## config.mk

```make
export PLATFORM = sky130hd
export DESIGN_NAME = cid_host_if
export DESIGN_NICKNAME = d
export VERILOG_FILES = /design/src/rtl/cid_pkg.sv /design/src/rtl/cid_sync.sv /design/src/rtl/cid_ctrl_port.sv /design/src/rtl/cid_rx_readout.sv /design/src/rtl/cid_out_sel.sv /design/src/rtl/cid_host_if.sv
export SDC_FILE = /design/constraint.sdc
export NUM_CORES = 1
export LEC_CHECK = 0
export BUFFER_PORTS_ARGS = -buffer_cell sky130_fd_sc_hd__buf_2
export CORE_ASPECT_RATIO = 1.5
export CORE_MARGIN = 1
export CORE_UTILIZATION = 50
export CTS_CLUSTER_SIZE = 24
export DETAILED_ROUTE_END_ITERATION = 12
export PLACE_DENSITY = 0.71
export SLEW_MARGIN = 10
export SYNTH_ARGS = -nofsm -noshare
export SYNTH_HDL_FRONTEND = slang
export SYNTH_HIERARCHICAL = 1
export SYNTH_SLANG_ARGS = --single-unit
export TNS_END_PERCENT = 5
```

## constraint.sdc

```tcl
create_clock -name clk -period 1.75 [get_ports clk]
set_clock_uncertainty 0.15 [all_clocks]
set_input_delay 0.2625 -clock clk [delete_from_list [all_inputs] [get_ports clk]]
set_output_delay 0.2625 -clock clk [all_outputs]
set_load 0.005 [all_outputs]
```

## src/rtl/cid_pkg.sv

```systemverilog
`timescale 1ns/1ps
// Shared types for the caller-ID host interface.
// Assumes: nothing beyond IEEE 1800-2017.
package cid_pkg;

    // Operating view of the block, decoded from pins and control register
    typedef enum logic [1:0] {
        MD_PWRDN = 2'd0,
        MD_CAS   = 2'd1,
        MD_CPM   = 2'd2,
        MD_FSK   = 2'd3
    } cid_mode_e;

endpackage

```

## src/rtl/cid_sync.sv

```systemverilog
`timescale 1ns/1ps
// Multi-bit flop-chain synchroniser with a per-bit reset value.
// Assumes: each bit is an independent level; no bus coherence implied.
module cid_sync #(
    parameter int               WIDTH   = 4,
    parameter int               STAGES  = 2,
    parameter logic [WIDTH-1:0] RST_VAL = '0
) (
    input  logic             clk,
    input  logic             rst_n,
    input  logic [WIDTH-1:0] d,
    output logic [WIDTH-1:0] q
);

    logic [WIDTH-1:0] stg_q [STAGES];

    // Shift asynchronous levels through the flop chain
    always_ff @(posedge clk) begin
        if (!rst_n) begin
            for (int i = 0; i < STAGES; i++) stg_q[i] <= RST_VAL;
        end else begin
            stg_q[0] <= d;
            for (int i = 1; i < STAGES; i++) stg_q[i] <= stg_q[i-1];
        end
    end

    assign q = stg_q[STAGES-1];

endmodule

```

## src/rtl/cid_ctrl_port.sv

```systemverilog
`timescale 1ns/1ps
// Serial control-register write port: MSB-first shift on serial clock
// rising edges, commit after CTRL_W bits. Writes need an arming low on
// the write-mode level first, which also realigns the bit counter.
// Assumes: rise is a one-cycle pulse; din is aligned with it.
module cid_ctrl_port #(
    parameter int CTRL_W = 8
) (
    input  logic              clk,
    input  logic              rst_n,
    input  logic              wr_mode,
    input  logic              rise,
    input  logic              din,
    output logic [CTRL_W-1:0] ctrl,
    output logic              armed
);

    localparam int CNT_W = (CTRL_W > 1) ? $clog2(CTRL_W) : 1;
    localparam logic [CNT_W-1:0] LAST = CNT_W'(CTRL_W - 1);

    logic [CTRL_W-1:0] sh_q;
    logic [CNT_W-1:0]  cnt_q;
    logic [CTRL_W-1:0] next_sh;

    // Shift register contents after taking in the current bit
    always_comb next_sh = {sh_q[CTRL_W-2:0], din};

    // Arm, count, shift and commit control bits
    always_ff @(posedge clk) begin
        if (!rst_n) begin
            sh_q  <= '0;
            cnt_q <= '0;
            ctrl  <= '0;
            armed <= 1'b0;
        end else if (!wr_mode) begin
            cnt_q <= '0;
            armed <= 1'b1;
        end else if (rise && armed) begin
            sh_q <= next_sh;
            if (cnt_q == LAST) begin
                ctrl  <= next_sh;
                cnt_q <= '0;
            end else begin
                cnt_q <= cnt_q + 1'b1;
            end
        end
    end

endmodule

```

## src/rtl/cid_rx_readout.sv

```systemverilog
`timescale 1ns/1ps
// Received-byte readout: holds the latest byte, flags it ready, presents
// one bit per serial clock falling edge MSB first, and drops the ready
// flag on the first rising edge (first bit read).
// Assumes: enable is high only in FSK mode; fall/rise are single pulses.
module cid_rx_readout #(
    parameter int DATA_W = 8
) (
    input  logic              clk,
    input  logic              rst_n,
    input  logic              enable,
    input  logic              load,
    input  logic [DATA_W-1:0] data,
    input  logic              fall,
    input  logic              rise,
    output logic              ready,
    output logic              bit_out
);

    logic [DATA_W-1:0] sh_q;

    // Load, present and acknowledge received bytes
    always_ff @(posedge clk) begin
        if (!rst_n) begin
            sh_q    <= '1;
            ready   <= 1'b0;
            bit_out <= 1'b1;
        end else if (!enable) begin
            ready   <= 1'b0;
            bit_out <= 1'b1;
        end else if (load) begin
            sh_q    <= data;
            ready   <= 1'b1;
            bit_out <= 1'b1;
        end else begin
            if (rise) ready <= 1'b0;
            if (fall) begin
                bit_out <= sh_q[DATA_W-1];
                sh_q    <= {sh_q[DATA_W-2:0], 1'b1};
            end
        end
    end

endmodule

```

## src/rtl/cid_out_sel.sv

```systemverilog
`timescale 1ns/1ps
// Mode-dependent steering of the three indications and the read line,
// registered for glitch-free pins.
// Assumes: all inputs synchronous to clk.
module cid_out_sel
    import cid_pkg::*;
(
    input  logic      clk,
    input  logic      rst_n,
    input  cid_mode_e mode,
    input  logic      wake,
    input  logic      cas_tone,
    input  logic      cpm_tone,
    input  logic      fsk_energy,
    input  logic      ring_det,
    input  logic      line_rev,
    input  logic      on_hook,
    input  logic      ready,
    input  logic      rd_bit,
    output logic      irq_n,
    output logic      det_n,
    output logic      ring_hook_n,
    output logic      ser_dout
);

    logic irq_d, det_d, rh_d, dout_d;

    // Select next active-low indication levels by mode
    always_comb begin
        rh_d   = wake ? on_hook : ~ring_det;
        dout_d = 1'b1;
        unique case (mode)
            MD_PWRDN: begin
                irq_d = ~(ring_det | line_rev);
                det_d = wake ? ~(ring_det | fsk_energy) : ~(ring_det | line_rev);
            end
            MD_CAS: begin
                irq_d = ~cas_tone;
                det_d = ~cas_tone;
            end
            MD_CPM: begin
                irq_d = ~cpm_tone;
                det_d = ~cpm_tone;
            end
            default: begin
                irq_d  = ~ready;
                det_d  = ~fsk_energy;
                dout_d = rd_bit;
            end
        endcase
    end

    // Register pin levels
    always_ff @(posedge clk) begin
        if (!rst_n) begin
            irq_n       <= 1'b1;
            det_n       <= 1'b1;
            ring_hook_n <= 1'b1;
            ser_dout    <= 1'b1;
        end else begin
            irq_n       <= irq_d;
            det_n       <= det_d;
            ring_hook_n <= rh_d;
            ser_dout    <= dout_d;
        end
    end

endmodule

```

## src/rtl/cid_host_if.sv

```systemverilog
`timescale 1ns/1ps
// Caller-ID receiver host interface top: synchronises pins, decodes the
// operating mode, runs the serial write and readout ports and steers the
// active-low indications.
// Assumes: detector flags and pwr_down are synchronous to clk.
module cid_host_if
    import cid_pkg::*;
#(
    parameter int DATA_W      = 8,
    parameter int CTRL_W      = 8,
    parameter int SYNC_STAGES = 2,
    parameter int CPM_BIT     = 0
) (
    input  logic              clk,
    input  logic              rst_n,
    input  logic              mode_cas,
    input  logic              mode_wake,
    input  logic              pwr_down,
    input  logic              ser_clk_n,
    input  logic              ser_din,
    input  logic [DATA_W-1:0] rx_data,
    input  logic              rx_valid,
    input  logic              cas_tone,
    input  logic              cpm_tone,
    input  logic              fsk_energy,
    input  logic              ring_det,
    input  logic              line_rev,
    input  logic              on_hook,
    output logic              ser_dout,
    output logic              irq_n,
    output logic              det_n,
    output logic              ring_hook_n
);

    localparam int         PIN_W   = 4;
    localparam logic [3:0] PIN_RST = 4'b1010;

    logic [PIN_W-1:0]  pins_s;
    logic              cas_s, wake_s, sclk_s, din_s;
    logic              sclk_d;
    logic              sclk_rise, sclk_fall;
    logic [CTRL_W-1:0] ctrl;
    logic              armed;
    cid_mode_e         mode;
    logic              ready, rd_bit;

    cid_sync #(
        .WIDTH  (PIN_W),
        .STAGES (SYNC_STAGES),
        .RST_VAL(PIN_RST)
    ) u_sync (
        .clk  (clk),
        .rst_n(rst_n),
        .d    ({mode_cas, mode_wake, ser_clk_n, ser_din}),
        .q    (pins_s)
    );

    assign {cas_s, wake_s, sclk_s, din_s} = pins_s;

    // Delay synchronised serial clock for edge detection
    always_ff @(posedge clk) begin
        if (!rst_n) sclk_d <= 1'b1;
        else        sclk_d <= sclk_s;
    end

    assign sclk_rise = sclk_s & ~sclk_d;
    assign sclk_fall = ~sclk_s & sclk_d;

    // Decode operating mode from power-down, mode pin and CPM select bit
    always_comb begin
        if (pwr_down)           mode = MD_PWRDN;
        else if (cas_s)         mode = MD_CAS;
        else if (ctrl[CPM_BIT]) mode = MD_CPM;
        else                    mode = MD_FSK;
    end

    cid_ctrl_port #(.CTRL_W(CTRL_W)) u_ctrl (
        .clk    (clk),
        .rst_n  (rst_n),
        .wr_mode(cas_s),
        .rise   (sclk_rise),
        .din    (din_s),
        .ctrl   (ctrl),
        .armed  (armed)
    );

    cid_rx_readout #(.DATA_W(DATA_W)) u_rd (
        .clk    (clk),
        .rst_n  (rst_n),
        .enable (mode == MD_FSK),
        .load   (rx_valid),
        .data   (rx_data),
        .fall   (sclk_fall),
        .rise   (sclk_rise),
        .ready  (ready),
        .bit_out(rd_bit)
    );

    cid_out_sel u_out (
        .clk        (clk),
        .rst_n      (rst_n),
        .mode       (mode),
        .wake       (wake_s),
        .cas_tone   (cas_tone),
        .cpm_tone   (cpm_tone),
        .fsk_energy (fsk_energy),
        .ring_det   (ring_det),
        .line_rev   (line_rev),
        .on_hook    (on_hook),
        .ready      (ready),
        .rd_bit     (rd_bit),
        .irq_n      (irq_n),
        .det_n      (det_n),
        .ring_hook_n(ring_hook_n),
        .ser_dout   (ser_dout)
    );

endmodule

```

==> qor.yml, run 1 <==
crit_family: "compound AO/OA/AOI/OAI gates"
finalSetupViolations: 0
cts_tree: "built"
start_util_pct: 53.1
layout_commonest_cell: "dfxtp_1"
cts.sinks: 28
die_h_um: 64.8
worstSetupStartpoint: "u_sync/stg_q[0][7]"
cts_buffer_depth: 2
synth.avg_cell_area_um2: 10.2
fmax_ghz: 0.634
worstHoldStart: "ring_det"
cellPowerDensity_nw_per_um2: 695
place_congestion: 0.832
critPathSlowestCell: "dfxtp_1"
antenna_left: 0
antenna_cells: 0
mostFrequentLayoutCells: "dfxtp_1, buf_2, mux2i_1"
grt_pass1_vias: 1000
dp_hpwl_um: 1730
critPathMaxFanout: 8
worstMarginPinSlew_ns: 0.401
fill_cells: 232
port_buffers: 25
path_cells: "inv_1 -> a21oi_2 -> nor2b_1 -> o22ai_1 -> a32oi_1"
drt-initial-drc-count: 18
start_kind: "register"
cp_num_buf_inv: 1
cpPeakStageDelay_ns: 0.42
fin_setup_tns_ns: 0
outcome: "finished with violations"
drv_cap: 0
slew_viol_final: 0
post_drt_wl_per_cell_um: 13.0
crit-reg2reg-capture: "u_out/det_n"
nNetsFinal: 182
antenna_found_initial: 0
clock_latency_ns: 0.31
num_vias: 1021
leakage_nw: 0.625
drc: 1
rsz0062_at_grt: "false"
worstRegToRegCells: 5
wl_um: 2350
io-pin-count: 26
hold_viol: 0
drt-pass1-iter-count: 8
final.min_clock_period_ns: 1.58
cts_inserted_buffers: 3
hold_class: "input port to register"
grtUsageTotal_pct: 18.6
grt_max_degree: 18
via_per_inst: 5.67
synthCells: 129
clk_pin_slew_worst_paths_ns: 0.14
synth_area_um2: 1320
relSlewSlack_pct: 73.3
fin_area_um2: 1490
placed_area_um2: 1410
grt_pass1_wl_um: 4120
crit_type: "register to register"
clk_root_buffer_cell: "clkbuf_4"
gr-total-overflow: 0
violations: "design-rule violations"
num_rows: 22
cp.depth: 5
post-route-period-util_pct: 90.1
synthesis.nets: 153
synth_warnings: 6
cp.required_ns: 1.85
die-area_um2: 2850
chipWidth_um: 43.9
endpoint_kind: "register"
stdcell_count: 180
ir_drop_mv: 0.416
r2r_start: "u_sync/stg_q[0][7]"
core_area_um2: 2480
drive_gt1_share_pct: 28.8
place_inst: 171
h-tree-depth: 1
synthToLayoutAreaGrowth_pct: 13.5
worstPathArrival_ns: 1.67
crit_path_end: "u_out/det_n"
r2r_slack_ns: 0.17
==> power breakdown <==
group / total (W) / internal (W) / switching (W)
clock network: 0.000248 / 0.0000804 / 0.000167
registers: 0.000667 / 0.000657 / 0.00000991
logic: 0.000124 / 0.0000650 / 0.0000589
==> routing by layer <==
metal	up-vias	GRT usage [%]	share of wire (%)
li1	519	-	-
met1	484	21.1	43
met3	2	2.51	2.4
met2	16	32.6	54
met4	0	9.85	1.0
met5	-	0	0
==> sequential cells by signal (all words and copies together) (netlist names) <==
name	cells
u_out/ring_hook_n	1
u_rd/ready	1
u_rd/sh_q	8
sclk_d	1
u_ctrl/cnt_q	3
u_out/det_n	1
u_ctrl/armed	1
u_rd/bit_out	1
u_out/ser_dout	1
u_sync/stg_q	8
u_out/irq_n	1
u_ctrl/ctrl	1
==> through the flow <==
stage	hold WS (ns)	setup WS [ns]	utilization, %	power [W]
floorplan	0.186	0.235	-	0.000755
global placement	0.244	0.198	56.8	0.000790
detailed placement	0.248	0.0949	56.8	0.000794
CTS	0.00359	0.0701	59.3	0.00105
global route	0.0130	0.0940	60.3	0.00110
finish	0.0360	0.173	60.3	0.00104
==> worst min path at each step <==
stage                          to  depth (start not counted)
2_1_floorplan              sclk_d                          1
3_3_place_gp   u_sync/stg_q[0][5]                          1
3_5_place_dp   u_sync/stg_q[0][5]                          1
4_1_cts         u_out/ring_hook_n                          3
5_1_grt         u_out/ring_hook_n                          2
6_report        u_out/ring_hook_n                          2
==> layout make-up <==
class | count | area (um^2) | share of cell area, %
Tap cell | 24 | 30.0 | 2.01
Sequential cell | 28 | 561 | 37.5
Timing Repair Buffer | 38 | 238 | 15.9
Inverter | 6 | 22.5 | 1.51
Multi-Input combinational cell | 81 | 621 | 41.5
Clock buffer | 3 | 22.5 | 1.51
==> what timing repair did <==
item,CTS,global route
endpoints found under the hold margin,4,2
resized for setup,0,1
endpoints found under the setup margin,0,2
hold buffers,4,2
setup buffers,0,0
Power figures use the tool's default switching activity.
==> run 2: changes to the inputs <==
--- a/config.mk
+++ b/config.mk
@@ -12,6 +12,7 @@
 export CTS_CLUSTER_SIZE = 24
 export DETAILED_ROUTE_END_ITERATION = 12
 export PLACE_DENSITY = 0.71
+export RECOVER_POWER = 25
 export SLEW_MARGIN = 10
 export SYNTH_ARGS = -nofsm -noshare
 export SYNTH_HDL_FRONTEND = slang
==> qor.yml, run 2 (synthesis gave the netlist of run 1 again) <==
port_buffers: 25  # unchanged
cpPeakStageDelay_ns: 0.42  # about the same
finalSetupViolations: 0  # unchanged
num_vias: 1013  # was 1021
slew_viol_final: 0  # unchanged
place_congestion: 0.832  # unchanged
antenna_left: 0  # unchanged
endpoint_kind: "register"  # unchanged
io-pin-count: 26  # unchanged
chipWidth_um: 43.9  # unchanged
top_regs: "u_rd/sh_q (8), u_sync/stg_q (8), u_ctrl/cnt_q (3)"  # unchanged
die_h_um: 64.8  # unchanged
nNetsFinal: 182  # unchanged
cellPowerDensity_nw_per_um2: 698  # was 695 nW/um^2
num_rows: 22  # unchanged
dp_hpwl_um: 1730  # unchanged
hold_class: "input port to register"  # unchanged
clk_pin_slew_worst_paths_ns: 0.13  # was 0.14 ns
rsz0062_at_grt: "false"  # unchanged
outcome: "finished with violations"  # unchanged
crit_family: "compound AO/OA/AOI/OAI gates"  # unchanged
critPathMaxFanout: 8  # unchanged
worstPathArrival_ns: 1.68  # was 1.67 ns
violations: "design-rule violations"  # unchanged
crit_type: "register to register"  # unchanged
post_drt_wl_per_cell_um: 13.0  # about the same
grtUsageTotal_pct: 18.6  # unchanged
grt_pass1_wl_um: 4120  # unchanged
drt-pass1-iter-count: 8  # unchanged
wl_um: 2340  # was 2350 um
drt-initial-drc-count: 22  # was 18
fill_cells: 233  # was 232
holdWs_ns: 0.0359  # was 0.0360 ns
cts.sinks: 28  # unchanged
final.min_clock_period_ns: 1.58  # about the same
fin_setup_tns_ns: 0  # unchanged
hold_viol: 0  # unchanged
grt_max_degree: 18  # unchanged
drive_gt1_share_pct: 26.3  # was 28.8%
seq_area_um2: 561  # unchanged
antenna_cells: 0  # unchanged
antenna_found_initial: 0  # unchanged
worstMarginPinSlew_ns: 0.638  # was 0.401 ns
die-area_um2: 2850  # unchanged
ir_drop_mv: 0.416  # about the same
fmax_ghz: 0.633  # was 0.634 GHz
layout_commonest_cell: "dfxtp_1"  # unchanged
relSlewSlack_pct: 57.5  # was 73.3%
critPathSlowestCell: "dfxtp_1"  # unchanged
cp_num_buf_inv: 1  # unchanged
h-tree-depth: 1  # unchanged
mostFrequentLayoutCells: "dfxtp_1, buf_2, mux2i_1"  # unchanged
clock_latency_ns: 0.31  # about the same
start_util_pct: 53.1  # unchanged
clk_root_buffer_cell: "clkbuf_4"  # unchanged
gr-total-overflow: 0  # unchanged
core_area_um2: 2480  # unchanged
multi_input_area_um2: 621  # unchanged
cts_buffer_depth: 2  # unchanged
worstRegToRegCells: 5  # unchanged
drc: 1  # unchanged
grt_pass1_vias: 1000  # unchanged
fin_util_pct: 59.8  # was 60.3%
hold_depth: 2  # unchanged
cp.required_ns: 1.85  # about the same
path_cells: "inv_1 -> a21oi_2 -> nor2b_1 -> o22ai_1 -> a32oi_1"  # unchanged
drv_cap: 0  # unchanged
leakage_nw: 0.612  # was 0.625 nW
cp.depth: 5  # unchanged
synthToLayoutAreaGrowth_pct: 12.5  # was 13.5%
start_kind: "register"  # unchanged
post-route-period-util_pct: 90.3  # was 90.1%
cts_inserted_buffers: 3  # unchanged
via_per_inst: 5.63  # was 5.67
cts_tree: "built"  # unchanged
total_power_w: 0.00103  # was 0.00104 W
## run 2: changes by cell type in the layout (fill, tap and decap cells not counted), sizes merged
cell and change:
buf -4, clkbuf +4
## run 2: timing repair
item	4_1_cts	5_1_grt
endpoints found under the hold margin	4	2
setup buffers	0	0
resized for setup	0	1
setup endpoints to repair	0	2
hold buffers	4	2
## run 2: worst paths after layout
kind	start	to	slack [ns]
max	u_sync/stg_q[0][7]	u_out/det_n	0.17
min	ring_det	u_out/ring_hook_n	0.04
max reg2reg	u_sync/stg_q[0][7]	u_out/det_n	0.17
min reg2reg	u_sync/stg_q[0][1]	u_sync/stg_q[0][5]	0.28
## run 2: metal layers
| metal | part of all wire (%) | global-route usage [%] | vias to the layer above | routed length [um] |
|---|---|---|---|---|
| li1 | - | - | 519 | - |
| met1 | 43 | 21.1 | 478 | 1010 |
| met2 | 53 | 32.6 | 14 | 1250 |
| met3 | 2.3 | 2.51 | 2 | 54 |
| met4 | 1.0 | 9.85 | 0 | 24 |
| met5 | 0 | 0 | - | 0 |
## run 2: worst reg2reg max path, stage by stage, from the launching register on
cell and delay (ns):
dfxtp_1 0.42, inv_1 0.07, a21oi_2 0.29, nor2b_1 0.23
o22ai_1 0.13, a32oi_1 0.22
## run 2: per-stage QoR
stage          std cells  setup WS, ns  area [um^2]
5_1_grt              180        0.0940         1480
3_3_place_gp         171         0.198         1410
3_5_place_dp         171        0.0949         1410
4_1_cts              178        0.0701         1470
2_1_floorplan        129         0.235         1320
6_report             180         0.170         1480
## run 2: layout make-up
type / instances / area share, %
Multi-Input combinational cell: 81 / 41.9
Clock buffer: 3 / 1.52
Inverter: 6 / 1.52
Tap cell: 24 / 2.03
Timing Repair Buffer: 38 / 15.2
Sequential cell: 28 / 37.8
## run 2: where the power goes
| group | switching, W | leakage (nW) | internal, W | total, W |
|---|---|---|---|---|
| Clock | 0.000166 | 0.0138 | 0.0000804 | 0.000247 |
| Combinational | 0.0000589 | 0.369 | 0.0000618 | 0.000121 |
| Sequential | 0.00000986 | 0.229 | 0.000657 | 0.000667 |
| Total | 0.000235 | 0.612 | 0.000799 | 0.00103 |
==> run 3: changes to the inputs <==
--- a/config.mk
+++ b/config.mk
@@ -5,6 +5,7 @@
 export SDC_FILE = /design/constraint.sdc
 export NUM_CORES = 1
 export LEC_CHECK = 0
+export ABC_AREA = 1
 export BUFFER_PORTS_ARGS = -buffer_cell sky130_fd_sc_hd__buf_2
 export CORE_ASPECT_RATIO = 1.5
 export CORE_MARGIN = 1
==> constraint.sdc (replaced) <==
create_clock -name clk -period 1.5 [get_ports clk]
set_clock_uncertainty 0.15 [all_clocks]
set_input_delay 0.225 -clock clk [delete_from_list [all_inputs] [get_ports clk]]
set_output_delay 0.225 -clock clk [all_outputs]
set_load 0.005 [all_outputs]
==> qor.yml, run 3 <==
drt-pass1-iter-count: 4  # was 8
io-pin-count: 26  # unchanged
fin_area_um2: 1410  # was 1480 um^2
grt_pass1_vias: 991  # was 1000
comb_power_share_pct: 11.5  # was 11.7%
via_per_inst: 4.80  # was 5.63
holdWs_ns: -0.00606  # was 0.0359 ns
cp.required_ns: 1.61  # was 1.85 ns
place_ws_ns: 0.197  # was 0.0949 ns
p_int_w: 0.000925  # was 0.000799 W
endpoint_kind: "register"  # unchanged
clk_pin_slew_worst_paths_ns: 0.14  # was 0.13 ns
cellPowerDensity_nw_per_um2: 856  # was 698 nW/um^2
fin_setup_tns_ns: 0  # unchanged
cts_setup_buffers: 0  # unchanged
top_regs: "u_rd/sh_q (8), u_sync/stg_q (8), u_ctrl/cnt_q (3)"  # unchanged
worstRegToRegCells: 6  # was 5
antenna_left: 0  # unchanged
wl_um: 2230  # was 2340 um
swShare_pct: 23.2  # was 22.7%
gr-total-overflow: 0  # unchanged
drc: 0  # was 1
clock_latency_ns: 0.31  # about the same
synthesis.nets: 199  # was 153
place_congestion: 0.738  # was 0.832
antenna_found_initial: 0  # unchanged
slew_viol_final: 0  # unchanged
h-tree-depth: 1  # unchanged
rsz0062_at_grt: "false"  # unchanged
finalWorstSetupSlack_ns: 0.180  # was 0.170 ns
num_rows: 21  # was 22
fmax_ghz: 0.758  # was 0.633 GHz
drive_gt1_share_pct: 18.0  # was 26.3%
r2r_slack_ns: 0.18  # was 0.17 ns
hold_viol: 1  # was 0
chipWidth_um: 42.7  # was 43.9 um
total_power_w: 0.00120  # was 0.00103 W
crit_type: "register to register"  # unchanged
crit_path_end: "u_rd/sh_q[6]"  # was u_out/det_n
synth_warnings: 6  # unchanged
cts.sinks: 28  # unchanged
post-route-period-util_pct: 88.0  # was 90.3%
power.switching_w: 0.000280  # was 0.000235 W
grt_max_degree: 15  # was 18
die_h_um: 63.0  # was 64.8 um
leakage_nw: 0.793  # was 0.612 nW
clockPowerShare_pct: 23.9  # about the same
grtUsageTotal_pct: 17.6  # was 18.6%
cts_buffer_depth: 2  # unchanged
mostFrequentLayoutCells: "nand2_1, inv_1, dfxtp_1"  # was dfxtp_1, buf_2, mux2i_1
start_util_pct: 54.2  # was 53.1%
worstMarginPinSlew_ns: 0.572  # was 0.638 ns
post_drt_wl_per_cell_um: 10.0  # was 13.0 um
crit-reg2reg-capture: "u_rd/sh_q[6]"  # was u_out/det_n
finalSetupViolations: 0  # unchanged
place_inst: 215  # was 171
final.min_clock_period_ns: 1.32  # was 1.58 ns
synthToLayoutAreaGrowth_pct: 13.5  # was 12.5%
synthCells: 175  # was 129
dp_hpwl_um: 1560  # was 1730 um
layout_commonest_cell: "nand2_1"  # was dfxtp_1
drt-initial-drc-count: 39  # was 22
grt_pass1_wl_um: 3820  # was 4120 um
relSlewSlack_pct: 61.8  # was 57.5%
core_area_um2: 2290  # was 2480 um^2
antenna_cells: 0  # unchanged
outcome: "finished with violations"  # unchanged
fill_cells: 228  # was 233
drv_cap: 0  # unchanged
die-area_um2: 2690  # was 2850 um^2
critPathMaxFanout: 7  # was 8
synth.avg_cell_area_um2: 7.09  # was 10.2 um^2
synth_area_um2: 1240  # was 1320 um^2
violations: "negative hold slack"  # was design-rule violations
hold_class: "input port to register"  # unchanged
p_seq_share_pct: 64.6  # was 64.5%
worstSetupStartpoint: "sclk_d"  # was u_sync/stg_q[0][7]
cts_inserted_buffers: 3  # unchanged
port_buffers: 25  # unchanged
worstPathArrival_ns: 1.43  # was 1.68 ns
stdcell_count: 223  # was 180
num_vias: 1070  # was 1013
ir_drop_mv: 0.451  # was 0.416 mV
placed_area_um2: 1340  # was 1410 um^2
clk_root_buffer_cell: "clkbuf_4"  # unchanged
start_kind: "register"  # unchanged
cts_tree: "built"  # unchanged
nNetsFinal: 226  # was 182
r2r_start: "sclk_d"  # was u_sync/stg_q[0][7]
==> run 3: metal layers <==
layer | GRT usage, % | share of wire [%] | vias up
met5 | 0 | 0 | -
met2 | 33.0 | 53 | 21
met4 | 4.69 | 0 | 0
met1 | 20.2 | 44 | 471
met3 | 1.73 | 2.3 | 0
li1 | - | - | 578
==> run 3: cell type report <==
cell class	instances	area, um^2	share of cell area, %
multi-input combinational	108	502	35.6
clock buffer	3	22.5	1.60
inverter	29	109	7.73
tap	23	28.8	2.04
sequential	28	561	39.8
timing repair buffer	32	185	13.2
==> run 3: repair_timing <==
item | 4_1_cts | 5_1_grt
setup endpoints to repair | 0 | 2
hold endpoints to repair | 5 | 0
hold buffers | 6 | 0
resized for setup | 0 | 1
==> run 3: worst min-delay path by stage <==
stage                             from            endpoint  slack, ns  cells past startpoint
global route                  ring_det   u_out/ring_hook_n       0.03                      2
detailed placement  u_sync/stg_q[0][1]  u_sync/stg_q[0][5]       0.24                      2
CTS                         rx_data[3]        u_rd/sh_q[3]       0.04                      5
finish                        ring_det   u_out/ring_hook_n     -0.006                      2
global placement    u_sync/stg_q[0][1]  u_sync/stg_q[0][5]       0.24                      2
floorplan                        rst_n              sclk_d       0.14                      1
==> run 3: worst max-delay path, stage by stage (launching register included) <==
cell,delay [ns]
dfxtp_1,0.36
inv_1,0.04
nor2_1,0.25
nor2_1,0.13
nor2_4,0.19
nand2_1,0.07
nand3_1,0.07
==> run 3: per-stage QoR <==
| stage | hold slack (ns) | utilization, % |
|---|---|---|
| final | -0.00606 | 61.6 |
| after global routing | 0.0295 | 61.6 |
| after CTS | 0.0376 | 62.1 |
| after detailed placement | 0.244 | 58.5 |
| after global placement | 0.237 | 58.5 |
| after floorplan | 0.144 | - |
==> run 3: power by group through the flow <==
stage               combinational [W]  sequential [W]  clock [W]
finish                       0.000139        0.000778   0.000288
global route                 0.000157        0.000781   0.000327
CTS                          0.000141        0.000778   0.000305
detailed placement           0.000129        0.000795          0
global placement             0.000126        0.000794          0
floorplan                   0.0000873        0.000792          0
